<file path="config.mk">
export PLATFORM = sky130hd
export DESIGN_NAME = int_exec_alu
export DESIGN_NICKNAME = d
export VERILOG_FILES = /design/src/rtl/int_exec_alu_pkg.sv /design/src/rtl/int_exec_alu_arith.sv /design/src/rtl/int_exec_alu_bitops.sv /design/src/rtl/int_exec_alu_shift.sv /design/src/rtl/int_exec_alu.sv
export SDC_FILE = /design/constraint.sdc
export NUM_CORES = 1
export LEC_CHECK = 0
export BUFFER_PORTS_ARGS = -buffer_cell sky130_fd_sc_hd__buf_2
export CORE_UTILIZATION = 60
export CTS_CLUSTER_DIAMETER = 100
export CTS_CLUSTER_SIZE = 28
export DETAILED_ROUTE_END_ITERATION = 10
export GPL_TIMING_DRIVEN = 0
export PLACE_DENSITY_LB_ADDON = 0.1
export REMOVE_ABC_BUFFERS = 1
export SLEW_MARGIN = 20
export SYNTH_ARGS = -nofsm -noshare
export SYNTH_HDL_FRONTEND = slang
export SYNTH_SLANG_ARGS = --single-unit
</file>
<file path="constraint.sdc">
create_clock -name clk -period 1.3 [get_ports clk]
set_input_delay 0.195 -clock clk [delete_from_list [all_inputs] [get_ports clk]]
set_output_delay 0.195 -clock clk [all_outputs]
set_load 0.01 [all_outputs]
</file>
<file path="src/rtl/int_exec_alu_pkg.sv">
`timescale 1ns/1ps
package int_exec_alu_pkg;
  localparam int XLEN   = 32;
  localparam int SHW    = $clog2(XLEN);
  localparam int IMMW   = 16;
  localparam int OPW    = 4;
  localparam int BYTE_W = 8;
  localparam int HALF_W = 16;

  typedef enum logic [OPW-1:0] {
    OP_ADDI = 4'd0,
    OP_AND  = 4'd1,
    OP_OR   = 4'd2,
    OP_XOR  = 4'd3,
    OP_NOR  = 4'd4,
    OP_SLT  = 4'd5,
    OP_SLTU = 4'd6,
    OP_LUI  = 4'd7,
    OP_SLL  = 4'd8,
    OP_SRL  = 4'd9,
    OP_SRA  = 4'd10,
    OP_ROTR = 4'd11,
    OP_SEB  = 4'd12,
    OP_SEH  = 4'd13,
    OP_WSBH = 4'd14,
    OP_NONE = 4'd15
  } alu_op_e;

  typedef enum logic [1:0] {
    SH_LEFT  = 2'd0,
    SH_LOGIC = 2'd1,
    SH_ARITH = 2'd2,
    SH_ROT   = 2'd3
  } shift_kind_e;
endpackage

</file>
<file path="src/rtl/int_exec_alu_arith.sv">
`timescale 1ns/1ps
module int_exec_alu_arith
  import int_exec_alu_pkg::*;
(
  input  logic [XLEN-1:0] opa,
  input  logic [XLEN-1:0] opb,
  input  logic [IMMW-1:0] imm,
  output logic [XLEN-1:0] sum_imm,
  output logic            lt_signed,
  output logic            lt_unsigned,
  output logic [XLEN-1:0] upper_imm
);
  localparam int PADW = XLEN - IMMW;

  logic [XLEN-1:0] imm_sx;
  logic [XLEN-1:0] diff;
  logic [XLEN-1:0] ovf_fix;

  assign imm_sx  = {{PADW{imm[IMMW-1]}}, imm};
  assign sum_imm = opa + imm_sx;

  // Sign of the difference, corrected where the subtraction overflowed.
  assign diff        = opa - opb;
  assign ovf_fix     = diff ^ ((opa ^ opb) & (diff ^ opa));
  assign lt_signed   = ovf_fix[XLEN-1];
  assign lt_unsigned = ovf_fix[XLEN-1] ^ opa[XLEN-1] ^ opb[XLEN-1];

  assign upper_imm = {imm, {PADW{1'b0}}};
endmodule

</file>
<file path="src/rtl/int_exec_alu_bitops.sv">
`timescale 1ns/1ps
module int_exec_alu_bitops
  import int_exec_alu_pkg::*;
(
  input  logic [XLEN-1:0] opa,
  input  logic [XLEN-1:0] opb,
  output logic [XLEN-1:0] and_o,
  output logic [XLEN-1:0] or_o,
  output logic [XLEN-1:0] xor_o,
  output logic [XLEN-1:0] nor_o,
  output logic [XLEN-1:0] sext_b,
  output logic [XLEN-1:0] sext_h,
  output logic [XLEN-1:0] swap_h
);
  localparam int NHALF = XLEN / HALF_W;

  assign and_o = opa & opb;
  assign or_o  = opa | opb;
  assign xor_o = opa ^ opb;
  assign nor_o = or_o ^ {XLEN{1'b1}};

  assign sext_b = {{(XLEN-BYTE_W){opb[BYTE_W-1]}}, opb[BYTE_W-1:0]};
  assign sext_h = {{(XLEN-HALF_W){opb[HALF_W-1]}}, opb[HALF_W-1:0]};

  for (genvar h = 0; h < NHALF; h++) begin : g_half
    localparam int LO = h * HALF_W;
    assign swap_h[LO +: BYTE_W]          = opb[LO + BYTE_W +: BYTE_W];
    assign swap_h[LO + BYTE_W +: BYTE_W] = opb[LO +: BYTE_W];
  end
endmodule

</file>
<file path="src/rtl/int_exec_alu_shift.sv">
`timescale 1ns/1ps
module int_exec_alu_shift
  import int_exec_alu_pkg::*;
(
  input  logic [XLEN-1:0] src,
  input  logic [SHW-1:0]  amt,
  input  shift_kind_e     kind,
  output logic [XLEN-1:0] dout
);
  logic [XLEN-1:0] src_rev;
  logic [XLEN-1:0] last_rev;
  logic [XLEN-1:0] stage [0:SHW];
  logic            fill_bit;

  for (genvar i = 0; i < XLEN; i++) begin : g_rev
    assign src_rev[i]  = src[XLEN-1-i];
    assign last_rev[i] = stage[SHW][XLEN-1-i];
  end

  // A left shift is a right shift of the bit-reversed word.
  assign fill_bit = (kind == SH_ARITH) & src[XLEN-1];
  assign stage[0] = (kind == SH_LEFT) ? src_rev : src;

  for (genvar k = 0; k < SHW; k++) begin : g_stage
    localparam int STEP = 1 << k;
    logic [STEP-1:0] fill;
    assign fill = (kind == SH_ROT) ? stage[k][STEP-1:0] : {STEP{fill_bit}};
    assign stage[k+1] = amt[k] ? {fill, stage[k][XLEN-1:STEP]} : stage[k];
  end

  assign dout = (kind == SH_LEFT) ? last_rev : stage[SHW];
endmodule

</file>
<file path="src/rtl/int_exec_alu.sv">
`timescale 1ns/1ps
module int_exec_alu
  import int_exec_alu_pkg::*;
#(
  parameter bit REG_OUT = 1'b1
) (
  input  logic            clk,
  input  logic            rst_n,
  input  logic            en,
  input  logic [OPW-1:0]  op,
  input  logic [XLEN-1:0] opa,
  input  logic [XLEN-1:0] opb,
  input  logic [IMMW-1:0] imm,
  input  logic [SHW-1:0]  shamt,
  input  logic            amt_from_reg,
  output logic [XLEN-1:0] result
);
  alu_op_e         op_e;
  logic [SHW-1:0]  amt;
  shift_kind_e     kind;
  logic [XLEN-1:0] sum_imm, upper_imm, shifted;
  logic            lt_signed, lt_unsigned;
  logic [XLEN-1:0] and_o, or_o, xor_o, nor_o, sext_b, sext_h, swap_h;
  logic [XLEN-1:0] res_nxt;
  logic            rst_sync_n;

  assign op_e = alu_op_e'(op);
  assign amt  = amt_from_reg ? opa[SHW-1:0] : shamt;

  always_comb begin
    unique case (op_e)
      OP_SLL:  kind = SH_LEFT;
      OP_SRA:  kind = SH_ARITH;
      OP_ROTR: kind = SH_ROT;
      default: kind = SH_LOGIC;
    endcase
  end

  int_exec_alu_arith u_arith (
    .opa(opa), .opb(opb), .imm(imm),
    .sum_imm(sum_imm), .lt_signed(lt_signed),
    .lt_unsigned(lt_unsigned), .upper_imm(upper_imm)
  );

  int_exec_alu_bitops u_bitops (
    .opa(opa), .opb(opb),
    .and_o(and_o), .or_o(or_o), .xor_o(xor_o), .nor_o(nor_o),
    .sext_b(sext_b), .sext_h(sext_h), .swap_h(swap_h)
  );

  int_exec_alu_shift u_shift (
    .src(opb), .amt(amt), .kind(kind), .dout(shifted)
  );

  always_comb begin
    res_nxt = '0;
    case (op_e)
      OP_ADDI: res_nxt = sum_imm;
      OP_AND:  res_nxt = and_o;
      OP_OR:   res_nxt = or_o;
      OP_XOR:  res_nxt = xor_o;
      OP_NOR:  res_nxt = nor_o;
      OP_SLT:  res_nxt = {{(XLEN-1){1'b0}}, lt_signed};
      OP_SLTU: res_nxt = {{(XLEN-1){1'b0}}, lt_unsigned};
      OP_LUI:  res_nxt = upper_imm;
      OP_SLL, OP_SRL, OP_SRA, OP_ROTR: res_nxt = shifted;
      OP_SEB:  res_nxt = sext_b;
      OP_SEH:  res_nxt = sext_h;
      OP_WSBH: res_nxt = swap_h;
      default: res_nxt = '0;
    endcase
  end

  if (REG_OUT) begin : g_reg
    logic [1:0]      rs_q;
    logic [XLEN-1:0] res_q, res_d;

    always_ff @(posedge clk or negedge rst_n) begin
      if (!rst_n) rs_q <= '0;
      else        rs_q <= {rs_q[0], 1'b1};
    end
    assign rst_sync_n = rs_q[1];

    always_comb begin
      res_d = res_q;
      if (en) res_d = res_nxt;
    end

    always_ff @(posedge clk or negedge rst_sync_n) begin
      if (!rst_sync_n) res_q <= '0;
      else             res_q <= res_d;
    end
    assign result = res_q;
  end else begin : g_comb
    assign rst_sync_n = rst_n;
    assign result     = res_nxt;
  end
endmodule

</file>
==> flow_summary.html, run 1 <==
<table>
<tr><th>Metric</th><th>Value</th></tr>
<tr><th colspan="2">Placement</th></tr>
<tr><td>Count of input and output buffers</td><td>124</td></tr>
<tr><td>Placement Setup Slack</td><td>-3.18 ns</td></tr>
<tr><td>Weighted congestion at the end of routability-driven global placement</td><td>1.05</td></tr>
<tr><td>Cell count after placement</td><td>1403</td></tr>
<tr><td>Post-placement cell area</td><td>9820 um^2</td></tr>
<tr><td>Half-perimeter wire length of the detailed placement result</td><td>28900 um</td></tr>
<tr><th colspan="2">Clocking</th></tr>
<tr><td>TritonCTS Buffers</td><td>5</td></tr>
<tr><td>Clock root cell</td><td>sky130_fd_sc_hd__clkbuf_16</td></tr>
<tr><td>Clk buf depth</td><td>2</td></tr>
<tr><td>H-tree lvl count</td><td>2</td></tr>
<tr><td>Number of clock sinks seen by CTS</td><td>34</td></tr>
<tr><th colspan="2">Logic synthesis</th></tr>
<tr><td>Area of the mapped netlist</td><td>9060 um^2</td></tr>
<tr><td>Post-Synthesis Mean Instance Area</td><td>7.86 um^2</td></tr>
<tr><td>Most frequent cells after synthesis</td><td>126 x sky130_fd_sc_hd__ha_1, 109 x sky130_fd_sc_hd__a21oi_1, 108 x sky130_fd_sc_hd__nand2_1, 91 x sky130_fd_sc_hd__nor2_1, 88 x sky130_fd_sc_hd__inv_1</td></tr>
<tr><td>Synth Instances</td><td>1153</td></tr>
<tr><td>Ys flop type</td><td>sky130_fd_sc_hd__dfrtp_1</td></tr>
<tr><td>Synth Area in Compound Gates</td><td>31.5%</td></tr>
<tr><td>Share of synthesized area occupied by flip-flops and latches</td><td>9.39%</td></tr>
<tr><td>Post-synth top area share</td><td>17.4%</td></tr>
<tr><td>Fraction of the mapped netlist area in simple logic gates</td><td>14.8%</td></tr>
<tr><td>Adder-cell area share of the yosys netlist</td><td>18.1%</td></tr>
<tr><td>YS warnings</td><td>0</td></tr>
<tr><td>Main combinational cell family by area after synthesis</td><td>compound AO/OA/AOI/OAI gates</td></tr>
<tr><td>Number of synthesized flops with an enable pin</td><td>0</td></tr>
<tr><td>Synthesis-stage register bit count</td><td>34</td></tr>
<tr><td>Top cell type by total area after synthesis</td><td>sky130_fd_sc_hd__ha_1</td></tr>
<tr><td>Most common cell in the synthesized netlist</td><td>sky130_fd_sc_hd__ha_1</td></tr>
<tr><td>Mux contribution to synthesized area</td><td>16.8%</td></tr>
<tr><td>Distinct cell type count of the synthesized netlist</td><td>74</td></tr>
<tr><td>Async SR Flop Fraction</td><td>100%</td></tr>
<tr><td>Area contributors post-synth</td><td>sky130_fd_sc_hd__ha_1 17%, sky130_fd_sc_hd__dfrtp_1 9.4%, sky130_fd_sc_hd__mux4_2 9.2%</td></tr>
<tr><td>Xor and xnor fraction of the mapped netlist area</td><td>2.61%</td></tr>
<tr><th colspan="2">Floorplan</th></tr>
<tr><td>Std-Cell Rows</td><td>44</td></tr>
<tr><td>Horizontal die dimension</td><td>125 um</td></tr>
<tr><td>Vertical die dimension</td><td>125 um</td></tr>
<tr><td>Starting density of the core</td><td>61.9%</td></tr>
<tr><td>IO Count</td><td>125</td></tr>
<tr><th colspan="2">Global routing</th></tr>
<tr><td>Pin count of the biggest net entering global routing</td><td>33</td></tr>
<tr><td>Total congestion overflow after global routing</td><td>111</td></tr>
<tr><td>GRT Overall Usage</td><td>80.7%</td></tr>
<tr><th colspan="2">STA</th></tr>
<tr><td>Endpoint with the least setup slack after the last repair</td><td>result[0]$_DFFE_PN0P_/D</td></tr>
<tr><td>Worst End Pin Type</td><td>register input</td></tr>
<tr><th colspan="2">Outcome</th></tr>
<tr><td>Step where the flow halted</td><td>global routing (5_1_grt)</td></tr>
<tr><td>Run status</td><td>aborted with a tool error</td></tr>
<tr><td>Error</td><td>[ERROR GRT-0232] Routing congestion too high. Check the congestion heatmap in the GUI.</td></tr>
</table>
[per-stage QoR]
stage,hold WS [ns],setup TNS (ns)
3_3_place_gp,-0.0206,-148.74
2_1_floorplan,-0.101,-91.04
4_1_cts,0.221,-40.36
3_5_place_dp,-0.0187,-78.72
[cell families after synthesis]
group,after synthesis
buf+inv,155
xor+xnor,27
compound gates,408
mux,101
flops,34
fa+ha+maj,129
other cells,1
simple gates,298
[per-layer routing]
metal | GRT usage [%] | overflow
met5 | 37.6 | 0
met4 | 77.0 | 57
met3 | 64.7 | 6
met2 | 95.9 | 47
met1 | 83.4 | 1
[timing repair]
action | 4_1_cts
cloned | 6
pin swaps | 92
hold buffers | 1
resized for setup | 284
endpoints found under the setup margin | 32
endpoints found under the hold margin | 2
buffers inserted | 90
==> run 2: changes to the inputs <==
- CORE_UTILIZATION: 60 -> 40
- CTS_CLUSTER_DIAMETER: 100 -> unset
- CTS_CLUSTER_SIZE: 28 -> unset
- PLACE_DENSITY_LB_ADDON: 0.1 -> 0.15
==> run 2 against run 1 <==
The flow now finishes, with violations (DRC, setup timing). Synthesized cell count is the same. Synthesized area unchanged.
==> flow_summary.html, run 2 <==
<table>
<tr><th>Metric</th><th>Value</th></tr>
<tr><th colspan="2">Logic synthesis</th></tr>
<tr><td>Most frequent cells after synthesis</td><td>126 x sky130_fd_sc_hd__ha_1, 109 x sky130_fd_sc_hd__a21oi_1, 108 x sky130_fd_sc_hd__nand2_1, 91 x sky130_fd_sc_hd__nor2_1, 88 x sky130_fd_sc_hd__inv_1</td></tr>
<tr><td>Number of synthesized flops with an enable pin</td><td>0</td></tr>
<tr><td>Post-Synthesis Mean Instance Area</td><td>7.86 um^2</td></tr>
<tr><td>Top cell type by total area after synthesis</td><td>sky130_fd_sc_hd__ha_1</td></tr>
<tr><td>Area contributors post-synth</td><td>sky130_fd_sc_hd__ha_1 17%, sky130_fd_sc_hd__dfrtp_1 9.4%, sky130_fd_sc_hd__mux4_2 9.2%</td></tr>
<tr><td>Synthesis-stage register bit count</td><td>34</td></tr>
<tr><td>Most common cell in the synthesized netlist</td><td>sky130_fd_sc_hd__ha_1</td></tr>
<tr><td>Share of synthesized area occupied by flip-flops and latches</td><td>9.39%</td></tr>
<tr><td>Synth Instances</td><td>1153</td></tr>
<tr><td>Post-synth top area share</td><td>17.4%</td></tr>
<tr><td>Distinct cell type count of the synthesized netlist</td><td>74</td></tr>
<tr><td>Async SR Flop Fraction</td><td>100%</td></tr>
<tr><td>Area of the mapped netlist</td><td>9060 um^2</td></tr>
<tr><td>Ys flop type</td><td>sky130_fd_sc_hd__dfrtp_1</td></tr>
<tr><td>YS warnings</td><td>0</td></tr>
<tr><th colspan="2">Power</th></tr>
<tr><td>Share of total power in combinational logic</td><td>68.7%</td></tr>
<tr><td>Sequential power share</td><td>15.0%</td></tr>
<tr><td>Static leakage</td><td>5.44 nW</td></tr>
<tr><td>Switching Fraction</td><td>47.2%</td></tr>
<tr><td>Net switching power of the design</td><td>4.17 mW</td></tr>
<tr><td>Power per cell area</td><td>699 nW/um^2</td></tr>
<tr><td>Cell-internal power</td><td>4.66 mW</td></tr>
<tr><td>Share of power burned in the clock network</td><td>16.3%</td></tr>
<tr><td>Peak supply drop</td><td>0.437 mV</td></tr>
<tr><th colspan="2">Clocking</th></tr>
<tr><td>TritonCTS clock tree</td><td>done</td></tr>
<tr><td>Worst skew pair latency</td><td>0.29 ns</td></tr>
<tr><td>TritonCTS Buffers</td><td>5</td></tr>
<tr><td>Number of clock sinks seen by CTS</td><td>34</td></tr>
<tr><td>Clk buf depth</td><td>2</td></tr>
<tr><td>H-tree lvl count</td><td>2</td></tr>
<tr><td>Clock root cell</td><td>sky130_fd_sc_hd__clkbuf_16</td></tr>
<tr><td>Register clock-pin slew on the reported worst setup and hold paths</td><td>0.06 ns</td></tr>
<tr><th colspan="2">Worst setup path</th></tr>
<tr><td>Launching element type of the critical path</td><td>input pin</td></tr>
<tr><td>Worst-path maximum fanout</td><td>7</td></tr>
<tr><td>FF-to-FF path depth</td><td>6</td></tr>
<tr><td>Most frequent cell on the critical path</td><td>sky130_fd_sc_hd__buf_12</td></tr>
<tr><td>Req. time, crit path</td><td>1.47 ns</td></tr>
<tr><td>Worst-path cell chain</td><td>buf_12 &gt; nor4b_4 &gt; buf_6 &gt; buf_12 &gt; mux4_2 &gt; mux2i_4 &gt; nor2_4 &gt; a211oi_4 &gt; o221ai_2 &gt; a211oi_2 &gt; o21ai_1 &gt; a22o_1</td></tr>
<tr><td>Class of the most critical setup path</td><td>in2reg</td></tr>
<tr><td>Crit. End Element</td><td>register</td></tr>
<tr><td>Crit path arrival time</td><td>3.00 ns</td></tr>
<tr><td>Max stage delay on crit path</td><td>0.56 ns</td></tr>
<tr><td>Critical Path Slowest Stage Cell</td><td>sky130_fd_sc_hd__mux4_2</td></tr>
<tr><th colspan="2">STA</th></tr>
<tr><td>Worst Slack Setup Final</td><td>-1.53 ns</td></tr>
<tr><td># setup viols final</td><td>32</td></tr>
<tr><td>Clk_skew</td><td>0.00687 ns</td></tr>
<tr><td>Clock period minus final worst setup slack</td><td>2.83 ns</td></tr>
<tr><td>Pins Over Slew Limit</td><td>0</td></tr>
<tr><td>Final Cycle Share</td><td>218%</td></tr>
<tr><td>Setup repair after global routing missed its margin</td><td>true</td></tr>
<tr><td>Sum of negative setup slack</td><td>-44.10 ns</td></tr>
<tr><td>Final hold viol count</td><td>0</td></tr>
<tr><td>Measured slew at the worst slew-check pin</td><td>1.22 ns</td></tr>
<tr><td>Worst slew margin relative to its limit</td><td>18.5%</td></tr>
<tr><td>Achievable clock frequency</td><td>353 MHz</td></tr>
<tr><th colspan="2">Layout</th></tr>
<tr><td>Final Util</td><td>57.3%</td></tr>
<tr><td>Number of antenna repair diodes</td><td>0</td></tr>
<tr><td>Number of flip-flops under the largest register name</td><td>32</td></tr>
<tr><td>Area grow syn2layout</td><td>39.3%</td></tr>
<tr><td>Post-route standard cell area excluding fillers</td><td>12600 um^2</td></tr>
<tr><td>Leading cell type in the layout, fill and taps excluded</td><td>sky130_fd_sc_hd__ha_1</td></tr>
<tr><td>Commonest cells after routing, fill and taps aside</td><td>116 x sky130_fd_sc_hd__ha_1, 100 x sky130_fd_sc_hd__nand2_1, 92 x sky130_fd_sc_hd__a21oi_1, 90 x sky130_fd_sc_hd__buf_2, 85 x sky130_fd_sc_hd__buf_4</td></tr>
<tr><td>Number of nets in the layout</td><td>1558</td></tr>
<tr><td>Number of inserted filler cells in the final layout</td><td>2001</td></tr>
<tr><td>Layout cell share with drive strength beyond 1</td><td>36.3%</td></tr>
<tr><th colspan="2">Placement</th></tr>
<tr><td>Post-placement cell area</td><td>10000 um^2</td></tr>
<tr><td>Placement Setup Slack</td><td>-3.09 ns</td></tr>
<tr><td>Count of input and output buffers</td><td>124</td></tr>
<tr><td>Weighted congestion at the end of routability-driven global placement</td><td>1.05</td></tr>
<tr><td>Half-perimeter wire length of the detailed placement result</td><td>32800 um</td></tr>
<tr><th colspan="2">Global routing</th></tr>
<tr><td>Antenna violations before repair</td><td>0</td></tr>
<tr><td>Total congestion overflow after global routing</td><td>0</td></tr>
<tr><td>Pin count of the biggest net entering global routing</td><td>31</td></tr>
<tr><td>GRT Overall Usage</td><td>38.2%</td></tr>
<tr><td>Wire length of the first global-routing pass</td><td>67100 um</td></tr>
<tr><td>Vias in the first global route</td><td>10600</td></tr>
<tr><th colspan="2">Floorplan</th></tr>
<tr><td>Std-Cell Rows</td><td>54</td></tr>
<tr><td>Starting density of the core</td><td>41.1%</td></tr>
<tr><td>IO Count</td><td>125</td></tr>
<tr><td>Vertical die dimension</td><td>153 um</td></tr>
<tr><td>Horizontal die dimension</td><td>153 um</td></tr>
<tr><td>Die area</td><td>23300 um^2</td></tr>
<tr><td>Core region area</td><td>22000 um^2</td></tr>
<tr><th colspan="2">Hold path</th></tr>
<tr><td>Min-Delay Path Class</td><td>reg2async</td></tr>
<tr><th colspan="2">Drt</th></tr>
<tr><td>Average detailed-routed wire length per instance</td><td>27.9 um</td></tr>
<tr><td>Post-detailed-route via-to-cell ratio</td><td>6.85</td></tr>
<tr><td>Final wirelength</td><td>45100 um</td></tr>
<tr><td>DRC violation count after routing</td><td>2</td></tr>
<tr><td>Overall via count from detail_route</td><td>11100</td></tr>
<tr><td>Count of antenna-violating nets left after detailed routing</td><td>0</td></tr>
<tr><td>Pre-antenna DRT Iters</td><td>10</td></tr>
<tr><td>DRC marker count from the first detailed-route iteration</td><td>1343</td></tr>
<tr><th colspan="2">Outcome</th></tr>
<tr><td>Run status</td><td>finished with violations</td></tr>
<tr><td>Failing checks</td><td>DRC, setup timing</td></tr>
<tr><th colspan="2">Run</th></tr>
<tr><td>Maxcap violations</td><td>0</td></tr>
</table>
-- run 2: cell counts after synthesis --
Identical to the previous run, type by type.
-- run 2: path summary, 6_finish.rpt --
kind | from | slack [ns] | end
worst max-delay path | op[2] | -1.53 | result[16]
worst min-delay path | g_reg.rs_q[1] | 0.09 | result[17]
worst max register to register | result[28] | -0.27 | result[28]
worst min register to register | g_reg.rs_q[1] | 0.09 | result[17]
max in group asynchronous | g_reg.rs_q[1] | 0.81 | result[26]
min in group clk | g_reg.rs_q[0] | 0.35 | g_reg.rs_q[1]
-- run 2: cell families (layout without fill, tap and decap cells) --
logic type | after synthesis | count (layout) | synth area share [%]
flip-flops | 34 | 34 | 9.39
adder cells (fa/ha/maj) | 129 | 129 | 18.1
XOR/XNOR | 27 | 27 | 2.61
AO/OA/AOI/OAI | 408 | 408 | 31.5
multiplexers | 101 | 104 | 16.8
other | 1 | 1 | 0.0414
AND/OR/NAND/NOR | 298 | 300 | 14.8
buffers and inverters | 155 | 334 | 6.84
-- run 2: through the flow --
stage                     power (mW)  hold slack (ns)  std cells
after floorplan                 3.98           -0.101       1086
after global placement          5.66          -0.0191       1490
after detailed placement        5.75          -0.0170       1504
after CTS                       8.31           0.0930       1592
after global routing            9.18            0.102       1617
final                           8.82           0.0862       1617
-- run 2: area by class of cell --
class | count | area (um^2) | area share [%]
flip-flops and latches | 34 | 852 | 6.75
clock inverters | 3 | 45.0 | 0.357
multi-input cells | 969 | 8910 | 70.6
inverters | 88 | 343 | 2.72
clock buffers | 5 | 125 | 0.991
well taps | 280 | 350 | 2.78
repair buffers | 238 | 2000 | 15.8
-- run 2: worst max-delay path: cells and delay by family --
kind	cells	cell delay [ns]
AO/OA/AOI/OAI	5	1.19
buffers and inverters	3	0.39
AND/OR/NAND/NOR	2	0.42
multiplexers	2	0.80
-- run 2: per-layer routing --
metal	vias to the layer above	share of wire, %	routed length (um)	global-route usage (%)
met5	-	0	0	0
met4	0	5.4	2450	18.2
met3	182	11	5070	9.27
met2	751	45	20400	61.0
met1	5332	38	17200	48.4
li1	4810	-	-	-
-- run 2: power groups by stage --
stage / registers, mW / clock network, mW / logic, mW
after CTS: 1.32 / 1.44 / 5.55
final: 1.33 / 1.44 / 6.06
after detailed placement: 1.34 / 0 / 4.41
after global routing: 1.35 / 1.47 / 6.36
after global placement: 1.36 / 0 / 4.30
after floorplan: 1.39 / 0 / 2.59
-- run 2: repair_timing --
action	in CTS	in global routing
hold endpoints to repair	2	0
hold buffers	1	0
resized for setup	264	79
endpoints found under the setup margin	32	32
gates cloned	7	0
setup buffers	72	25
pin swaps	82	52
Note: power is estimated with default switching activity, not from simulation.
==> run 3: changes to the inputs <==
- BUFFER_PORTS_ARGS: -buffer_cell sky130_fd_sc_hd__buf_2 -> unset
- DONT_BUFFER_PORTS: unset -> 1
==> run 3 against run 2 <==
The flow still finishes with violations (DRC, setup timing). Utilization is 4.7 points lower. Fmax rose by 2.6%. Combinational power decreased by 14%. Worst hold slack got worse by 0.022 ns. Clock power hardly changed. Clock-buffer cell count unchanged. Via count decreased by 4.8%. Setup slack improved by 0.070 ns. Non-clock buffer count down 141. Die area unchanged. Routed wire length decreased by 1.1%. Sequential power rose by 8%. Critical endpoint unchanged. Largest cell class unchanged. Highest routed layer unchanged.
==> flow_summary.html, run 3 (synthesis results as in run 2) <==
<table>
<tr><th>Metric</th><th>Value</th></tr>
<tr><th colspan="2">Outcome</th></tr>
<tr><td>Run status</td><td>finished with violations</td></tr>
<tr><td>Failing checks</td><td>DRC, setup timing</td></tr>
<tr><th colspan="2">Clocking</th></tr>
<tr><td>H-tree lvl count</td><td>2</td></tr>
<tr><td>Number of clock sinks seen by CTS</td><td>34</td></tr>
<tr><td>TritonCTS Buffers</td><td>5</td></tr>
<tr><td>Register clock-pin slew on the reported worst setup and hold paths</td><td>0.06 ns</td></tr>
<tr><td>TritonCTS clock tree</td><td>done</td></tr>
<tr><td>Clock root cell</td><td>sky130_fd_sc_hd__clkbuf_16</td></tr>
<tr><td>Clk buf depth</td><td>2</td></tr>
<tr><td>Worst skew pair latency</td><td>0.29 ns</td></tr>
<tr><th colspan="2">STA</th></tr>
<tr><td>Pins Over Slew Limit</td><td>0</td></tr>
<tr><td>Achievable clock frequency</td><td>362 MHz</td></tr>
<tr><td>Clock period minus final worst setup slack</td><td>2.76 ns</td></tr>
<tr><td># setup viols final</td><td>32</td></tr>
<tr><td>Worst slew margin relative to its limit</td><td>33.8%</td></tr>
<tr><td>Measured slew at the worst slew-check pin</td><td>0.990 ns</td></tr>
<tr><td>Final Cycle Share</td><td>212%</td></tr>
<tr><td>Final-layout worst hold slack</td><td>0.0641 ns</td></tr>
<tr><td>Final hold viol count</td><td>0</td></tr>
<tr><td>Worst Slack Setup Final</td><td>-1.46 ns</td></tr>
<tr><td>Clk_skew</td><td>0.00550 ns</td></tr>
<tr><td>Setup repair after global routing missed its margin</td><td>true</td></tr>
<tr><th colspan="2">Drt</th></tr>
<tr><td>Average detailed-routed wire length per instance</td><td>30.2 um</td></tr>
<tr><td>Pre-antenna DRT Iters</td><td>11</td></tr>
<tr><td>Post-detailed-route via-to-cell ratio</td><td>7.14</td></tr>
<tr><td>Final wirelength</td><td>44600 um</td></tr>
<tr><td>Overall via count from detail_route</td><td>10500</td></tr>
<tr><td>Count of antenna-violating nets left after detailed routing</td><td>0</td></tr>
<tr><td>DRC marker count from the first detailed-route iteration</td><td>1066</td></tr>
<tr><td>DRC violation count after routing</td><td>1</td></tr>
<tr><th colspan="2">Floorplan</th></tr>
<tr><td>Starting density of the core</td><td>41.1%</td></tr>
<tr><td>Horizontal die dimension</td><td>153 um</td></tr>
<tr><td>IO Count</td><td>125</td></tr>
<tr><td>Die area</td><td>23300 um^2</td></tr>
<tr><td>Vertical die dimension</td><td>153 um</td></tr>
<tr><td>Core region area</td><td>22000 um^2</td></tr>
<tr><td>Std-Cell Rows</td><td>54</td></tr>
<tr><th colspan="2">Layout</th></tr>
<tr><td>Commonest cells after routing, fill and taps aside</td><td>122 x sky130_fd_sc_hd__ha_1, 103 x sky130_fd_sc_hd__nand2_1, 89 x sky130_fd_sc_hd__a21oi_1, 82 x sky130_fd_sc_hd__inv_1, 74 x sky130_fd_sc_hd__nor2_1</td></tr>
<tr><td>Layout cell share with drive strength beyond 1</td><td>28.9%</td></tr>
<tr><td>Number of flip-flops under the largest register name</td><td>32</td></tr>
<tr><td>Number of antenna repair diodes</td><td>0</td></tr>
<tr><td>Number of nets in the layout</td><td>1417</td></tr>
<tr><td>Leading cell type in the layout, fill and taps excluded</td><td>sky130_fd_sc_hd__ha_1</td></tr>
<tr><td>Area grow syn2layout</td><td>27.8%</td></tr>
<tr><td>Post-route standard cell area excluding fillers</td><td>11600 um^2</td></tr>
<tr><th colspan="2">Worst setup path</th></tr>
<tr><td>Class of the most critical setup path</td><td>in2reg</td></tr>
<tr><td>Worst-path maximum fanout</td><td>16</td></tr>
<tr><td>Crit path arrival time</td><td>2.94 ns</td></tr>
<tr><td>Crit. End Element</td><td>register</td></tr>
<tr><td>Req. time, crit path</td><td>1.48 ns</td></tr>
<tr><td>Launching element type of the critical path</td><td>input pin</td></tr>
<tr><td>FF-to-FF path depth</td><td>5</td></tr>
<tr><th colspan="2">Placement</th></tr>
<tr><td>Post-placement cell area</td><td>9450 um^2</td></tr>
<tr><td>Weighted congestion at the end of routability-driven global placement</td><td>1.05</td></tr>
<tr><td>Half-perimeter wire length of the detailed placement result</td><td>32800 um</td></tr>
<tr><td>Count of input and output buffers</td><td>0</td></tr>
<tr><th colspan="2">Global routing</th></tr>
<tr><td>Total congestion overflow after global routing</td><td>0</td></tr>
<tr><td>Wire length of the first global-routing pass</td><td>66700 um</td></tr>
<tr><td>GRT Overall Usage</td><td>38.0%</td></tr>
<tr><td>Vias in the first global route</td><td>10100</td></tr>
<tr><td>Antenna violations before repair</td><td>0</td></tr>
<tr><td>Pin count of the biggest net entering global routing</td><td>31</td></tr>
<tr><th colspan="2">Hold path</th></tr>
<tr><td>Hold Crit Depth</td><td>1</td></tr>
<tr><td>Min-Delay Path Class</td><td>in2reg</td></tr>
<tr><th colspan="2">Run</th></tr>
<tr><td>Maxcap violations</td><td>0</td></tr>
<tr><th colspan="2">Power</th></tr>
<tr><td>Static leakage</td><td>4.76 nW</td></tr>
<tr><td>Peak supply drop</td><td>0.429 mV</td></tr>
<tr><td>Power per cell area</td><td>700 nW/um^2</td></tr>
</table>
run 3: final cells by class:
cell class	count	area (um^2)
Timing Repair Buffer	97	967
Clock inverter	3	45.0
Clock buffer	5	125
Inverter	88	352
Multi-Input combinational cell	969	8890
Tap cell	280	350
Fill cell	2051	10400
Sequential cell	34	852
run 3: worst max-delay path, stage by stage:
cell and delay (ns):
sky130_fd_sc_hd__or4b_4 0.62, sky130_fd_sc_hd__buf_6 0.16, sky130_fd_sc_hd__mux4_2 0.47, sky130_fd_sc_hd__mux2i_4 0.26, sky130_fd_sc_hd__a22oi_2 0.07, sky130_fd_sc_hd__o211ai_1 0.20
sky130_fd_sc_hd__mux2i_1 0.19, sky130_fd_sc_hd__a211oi_2 0.41, sky130_fd_sc_hd__o21ai_1 0.15, sky130_fd_sc_hd__a22o_1 0.21
run 3: where the power goes:
part / total, mW / switching [mW] / internal [mW]
Combinational: 5.20 / 2.96 / 2.24
Clock: 1.46 / 0.558 / 0.906
Sequential: 1.44 / 0.228 / 1.21
Total: 8.10 / 3.75 / 4.36
run 3: through the flow:
stage	instances	setup slack [ns]	util, %	setup TNS (ns)	total power [mW]
after global placement	1366	-5.25	41.4	-161.10	5.10
final	1476	-1.46	52.6	-40.84	8.10
after floorplan	1086	-3.03	-	-91.04	3.98
after global routing	1476	-1.61	52.6	-42.18	8.46
after CTS	1456	-1.34	50.4	-37.55	7.58
after detailed placement	1382	-2.84	42.9	-74.32	5.17
run 3: path summary, 6_finish.rpt:
kind | startpoint | to | slack [ns]
setup / recovery | op[1] | result[16] | -1.46
hold / removal | en | result[27] | 0.06
max in group asynchronous | g_reg.rs_q[1] | result[15] | 0.80
hold reg to reg | g_reg.rs_q[1] | result[11] | 0.09
setup reg to reg | result[19] | result[19] | -0.35
min in group asynchronous | g_reg.rs_q[1] | result[11] | 0.09
run 3: repair_timing:
action,in CTS,in global routing
cloned,6,0
endpoints found under the setup margin,32,32
pin swaps,72,61
hold buffers,1,0
setup buffers,59,24
endpoints found under the hold margin,2,0
resized for setup,202,76
run 3: per-layer routing:
layer | vias up | track usage, % | part of all wire, %
li1 | 4522 | - | -
met1 | 5065 | 47.4 | 38
met2 | 756 | 59.8 | 44
met3 | 201 | 11.0 | 12
met4 | 0 | 19.0 | 6.3
met5 | - | 0 | 0
==> run 4: changes to the inputs <==
- BUFFER_PORTS_ARGS: unset -> -buffer_cell sky130_fd_sc_hd__buf_2
- DONT_BUFFER_PORTS: 1 -> unset
- clock period: 1.3 -> 3.45 ns (I/O delays scaled with it)
==> run 4 against run 3 <==
The run now ends clean. Cell count up 4.1%. Sequential share of layout area up 0.59 points. Non-clock buffer count up 63. Total power down 64%. Combinational power down 64%. Routed wire length down 5.3%.
==> flow_summary.html, run 4 (synthesis results as in run 2) <==
<table>
<tr><th>Metric</th><th>Value</th></tr>
<tr><th colspan="2">Outcome</th></tr>
<tr><td>Run status</td><td>complete, no violations</td></tr>
<tr><th colspan="2">Clocking</th></tr>
<tr><td>H-tree lvl count</td><td>2</td></tr>
<tr><td>Register clock-pin slew on the reported worst setup and hold paths</td><td>0.06 ns</td></tr>
<tr><td>Worst skew pair latency</td><td>0.29 ns</td></tr>
<tr><td>TritonCTS clock tree</td><td>done</td></tr>
<tr><td>Number of clock sinks seen by CTS</td><td>34</td></tr>
<tr><td>Clk buf depth</td><td>2</td></tr>
<tr><td>Clock root cell</td><td>sky130_fd_sc_hd__clkbuf_16</td></tr>
<tr><td>TritonCTS Buffers</td><td>5</td></tr>
<tr><th colspan="2">Placement</th></tr>
<tr><td>Count of input and output buffers</td><td>124</td></tr>
<tr><td>Half-perimeter wire length of the detailed placement result</td><td>32800 um</td></tr>
<tr><td>Cell count after placement</td><td>1504</td></tr>
<tr><td>Placement Setup Slack</td><td>-1.26 ns</td></tr>
<tr><td>Weighted congestion at the end of routability-driven global placement</td><td>1.05</td></tr>
<tr><td>Post-placement cell area</td><td>10000 um^2</td></tr>
<tr><th colspan="2">Layout</th></tr>
<tr><td>Cell Count, Final, Fillers Out</td><td>1536</td></tr>
<tr><td>Area grow syn2layout</td><td>18.4%</td></tr>
<tr><td>Number of flip-flops under the largest register name</td><td>32</td></tr>
<tr><td>Number of antenna repair diodes</td><td>0</td></tr>
<tr><td>Layout cell share with drive strength beyond 1</td><td>22.9%</td></tr>
<tr><td>Post-route standard cell area excluding fillers</td><td>10700 um^2</td></tr>
<tr><td>Number of nets in the layout</td><td>1477</td></tr>
<tr><td>Leading cell type in the layout, fill and taps excluded</td><td>sky130_fd_sc_hd__ha_1</td></tr>
<tr><td>Commonest cells after routing, fill and taps aside</td><td>125 x sky130_fd_sc_hd__ha_1, 116 x sky130_fd_sc_hd__buf_2, 106 x sky130_fd_sc_hd__nand2_1, 105 x sky130_fd_sc_hd__a21oi_1, 88 x sky130_fd_sc_hd__inv_1</td></tr>
<tr><th colspan="2">STA</th></tr>
<tr><td>Measured slew at the worst slew-check pin</td><td>1.24 ns</td></tr>
<tr><td>Worst Slack Setup Final</td><td>0.0400 ns</td></tr>
<tr><td>Final hold viol count</td><td>0</td></tr>
<tr><td>Final Cycle Share</td><td>98.8%</td></tr>
<tr><td>Sum of negative setup slack</td><td>0 ns</td></tr>
<tr><td>Clock period minus final worst setup slack</td><td>3.41 ns</td></tr>
<tr><td>Worst slew margin relative to its limit</td><td>17.2%</td></tr>
<tr><td>Clk_skew</td><td>0.00851 ns</td></tr>
<tr><td>Achievable clock frequency</td><td>293 MHz</td></tr>
<tr><td># setup viols final</td><td>0</td></tr>
<tr><td>Pins Over Slew Limit</td><td>0</td></tr>
<tr><th colspan="2">Drt</th></tr>
<tr><td>Average detailed-routed wire length per instance</td><td>27.5 um</td></tr>
<tr><td>Total met3 wirelength after detailed routing</td><td>4010 um</td></tr>
<tr><td>Overall via count from detail_route</td><td>10500</td></tr>
<tr><td>DRC violation count after routing</td><td>0</td></tr>
<tr><td>Detailed-routed wire length on met2</td><td>19000 um</td></tr>
<tr><td>Pre-antenna DRT Iters</td><td>8</td></tr>
<tr><td>Detailed-route wire length on metal 1</td><td>17000 um</td></tr>
<tr><td>DRC marker count from the first detailed-route iteration</td><td>1470</td></tr>
<tr><td>Final wirelength</td><td>42200 um</td></tr>
<tr><td>Uppermost signal routing layer after detailed routing</td><td>met4</td></tr>
<tr><td>Count of antenna-violating nets left after detailed routing</td><td>0</td></tr>
<tr><td>Post-detailed-route via-to-cell ratio</td><td>6.82</td></tr>
<tr><th colspan="2">Global routing</th></tr>
<tr><td>GRT Overall Usage</td><td>35.9%</td></tr>
<tr><td>Vias in the first global route</td><td>9816</td></tr>
<tr><td>Pin count of the biggest net entering global routing</td><td>40</td></tr>
<tr><td>Wire length of the first global-routing pass</td><td>63000 um</td></tr>
<tr><td>Total congestion overflow after global routing</td><td>0</td></tr>
<tr><td>Antenna violations before repair</td><td>0</td></tr>
<tr><th colspan="2">Floorplan</th></tr>
<tr><td>Horizontal die dimension</td><td>153 um</td></tr>
<tr><td>Std-Cell Rows</td><td>54</td></tr>
<tr><td>Die area</td><td>23300 um^2</td></tr>
<tr><td>Vertical die dimension</td><td>153 um</td></tr>
<tr><td>Starting density of the core</td><td>41.1%</td></tr>
<tr><td>IO Count</td><td>125</td></tr>
<tr><td>Core region area</td><td>22000 um^2</td></tr>
<tr><th colspan="2">Power</th></tr>
<tr><td>Total design power</td><td>2.89 mW</td></tr>
<tr><td>Peak supply drop</td><td>0.166 mV</td></tr>
<tr><td>Static leakage</td><td>4.80 nW</td></tr>
<tr><td>Power per cell area</td><td>270 nW/um^2</td></tr>
<tr><th colspan="2">Worst setup path</th></tr>
<tr><td>FF-to-FF path depth</td><td>5</td></tr>
<tr><td>Crit. End Element</td><td>register</td></tr>
<tr><td>Worst-path maximum fanout</td><td>15</td></tr>
<tr><td>Launching element type of the critical path</td><td>input pin</td></tr>
<tr><td>Crit path arrival time</td><td>3.58 ns</td></tr>
<tr><td>Class of the most critical setup path</td><td>in2reg</td></tr>
<tr><td>Req. time, crit path</td><td>3.62 ns</td></tr>
<tr><th colspan="2">Run</th></tr>
<tr><td>Maxcap violations</td><td>0</td></tr>
<tr><th colspan="2">Hold path</th></tr>
<tr><td>Min-Delay Path Class</td><td>in2async</td></tr>
</table>
run 4: cell types whose count changed in the layout (fill, tap and decap cells not counted), moves of 15 or more:
cell	before	now
sky130_fd_sc_hd__a21oi_2	19	4
sky130_fd_sc_hd__buf_6	25	8
sky130_fd_sc_hd__buf_4	61	27
sky130_fd_sc_hd__buf_2	0	116
sky130_fd_sc_hd__a21oi_1	89	105
run 4: where the power goes:
part / internal (mW) / switching (mW)
Combinational: 0.700 / 1.15
Sequential: 0.457 / 0.0413
Clock: 0.341 / 0.203
run 4: final timing paths:
| path | start | to | slack, ns |
|---|---|---|---|
| max | op[1] | result[18] | 0.04 |
| min | rst_n | g_reg.rs_q[1] | 0.002 |
| max reg2reg | result[22] | result[22] | 1.77 |
| min reg2reg | g_reg.rs_q[1] | result[10] | 0.09 |
| max in group asynchronous | g_reg.rs_q[1] | result[26] | 2.96 |
| min in group clk | g_reg.rs_q[0] | g_reg.rs_q[1] | 0.35 |
run 4: repair_timing:
action | in CTS | in global routing
pin swaps | 7 | 12
endpoints found under the setup margin | 32 | 25
gates resized for setup | 36 | 40
buffers inserted | 12 | 10
hold buffers | 0 | 0
gates cloned | 1 | 1
run 4: per-stage QoR:
step,util (%),hold WS (ns)
4_1_cts,47.5,0.000735
5_1_grt,48.7,0.000276
3_5_place_dp,45.6,0.0841
2_1_floorplan,-,0.222
6_report,48.7,0.00198
3_3_place_gp,44.2,0.303
run 4: layout make-up:
type	instances	area, um^2
flip-flops and latches	34	852
well taps	280	350
multi-input cells	966	8000
clock inverters	3	45.0
repair buffers	160	1030
fillers	2225	11300
inverters	88	330
clock buffers	5	125
run 4: layer usage:
metal	vias to the layer above	track usage [%]
met1	5085	46.8
met5	-	0
li1	4613	-
met3	131	7.34
met2	643	57.5
met4	0	16.0
run 4: critical path, cell delays in order:
cell,delay (ns)
sky130_fd_sc_hd__buf_2,0.21
sky130_fd_sc_hd__nor4b_4,0.39
sky130_fd_sc_hd__buf_6,0.17
sky130_fd_sc_hd__buf_6,0.17
sky130_fd_sc_hd__mux4_2,0.39
sky130_fd_sc_hd__mux2i_1,0.48
sky130_fd_sc_hd__a221oi_1,0.23
sky130_fd_sc_hd__a221oi_2,0.41
sky130_fd_sc_hd__o21ai_0,0.24
sky130_fd_sc_hd__a221o_1,0.36
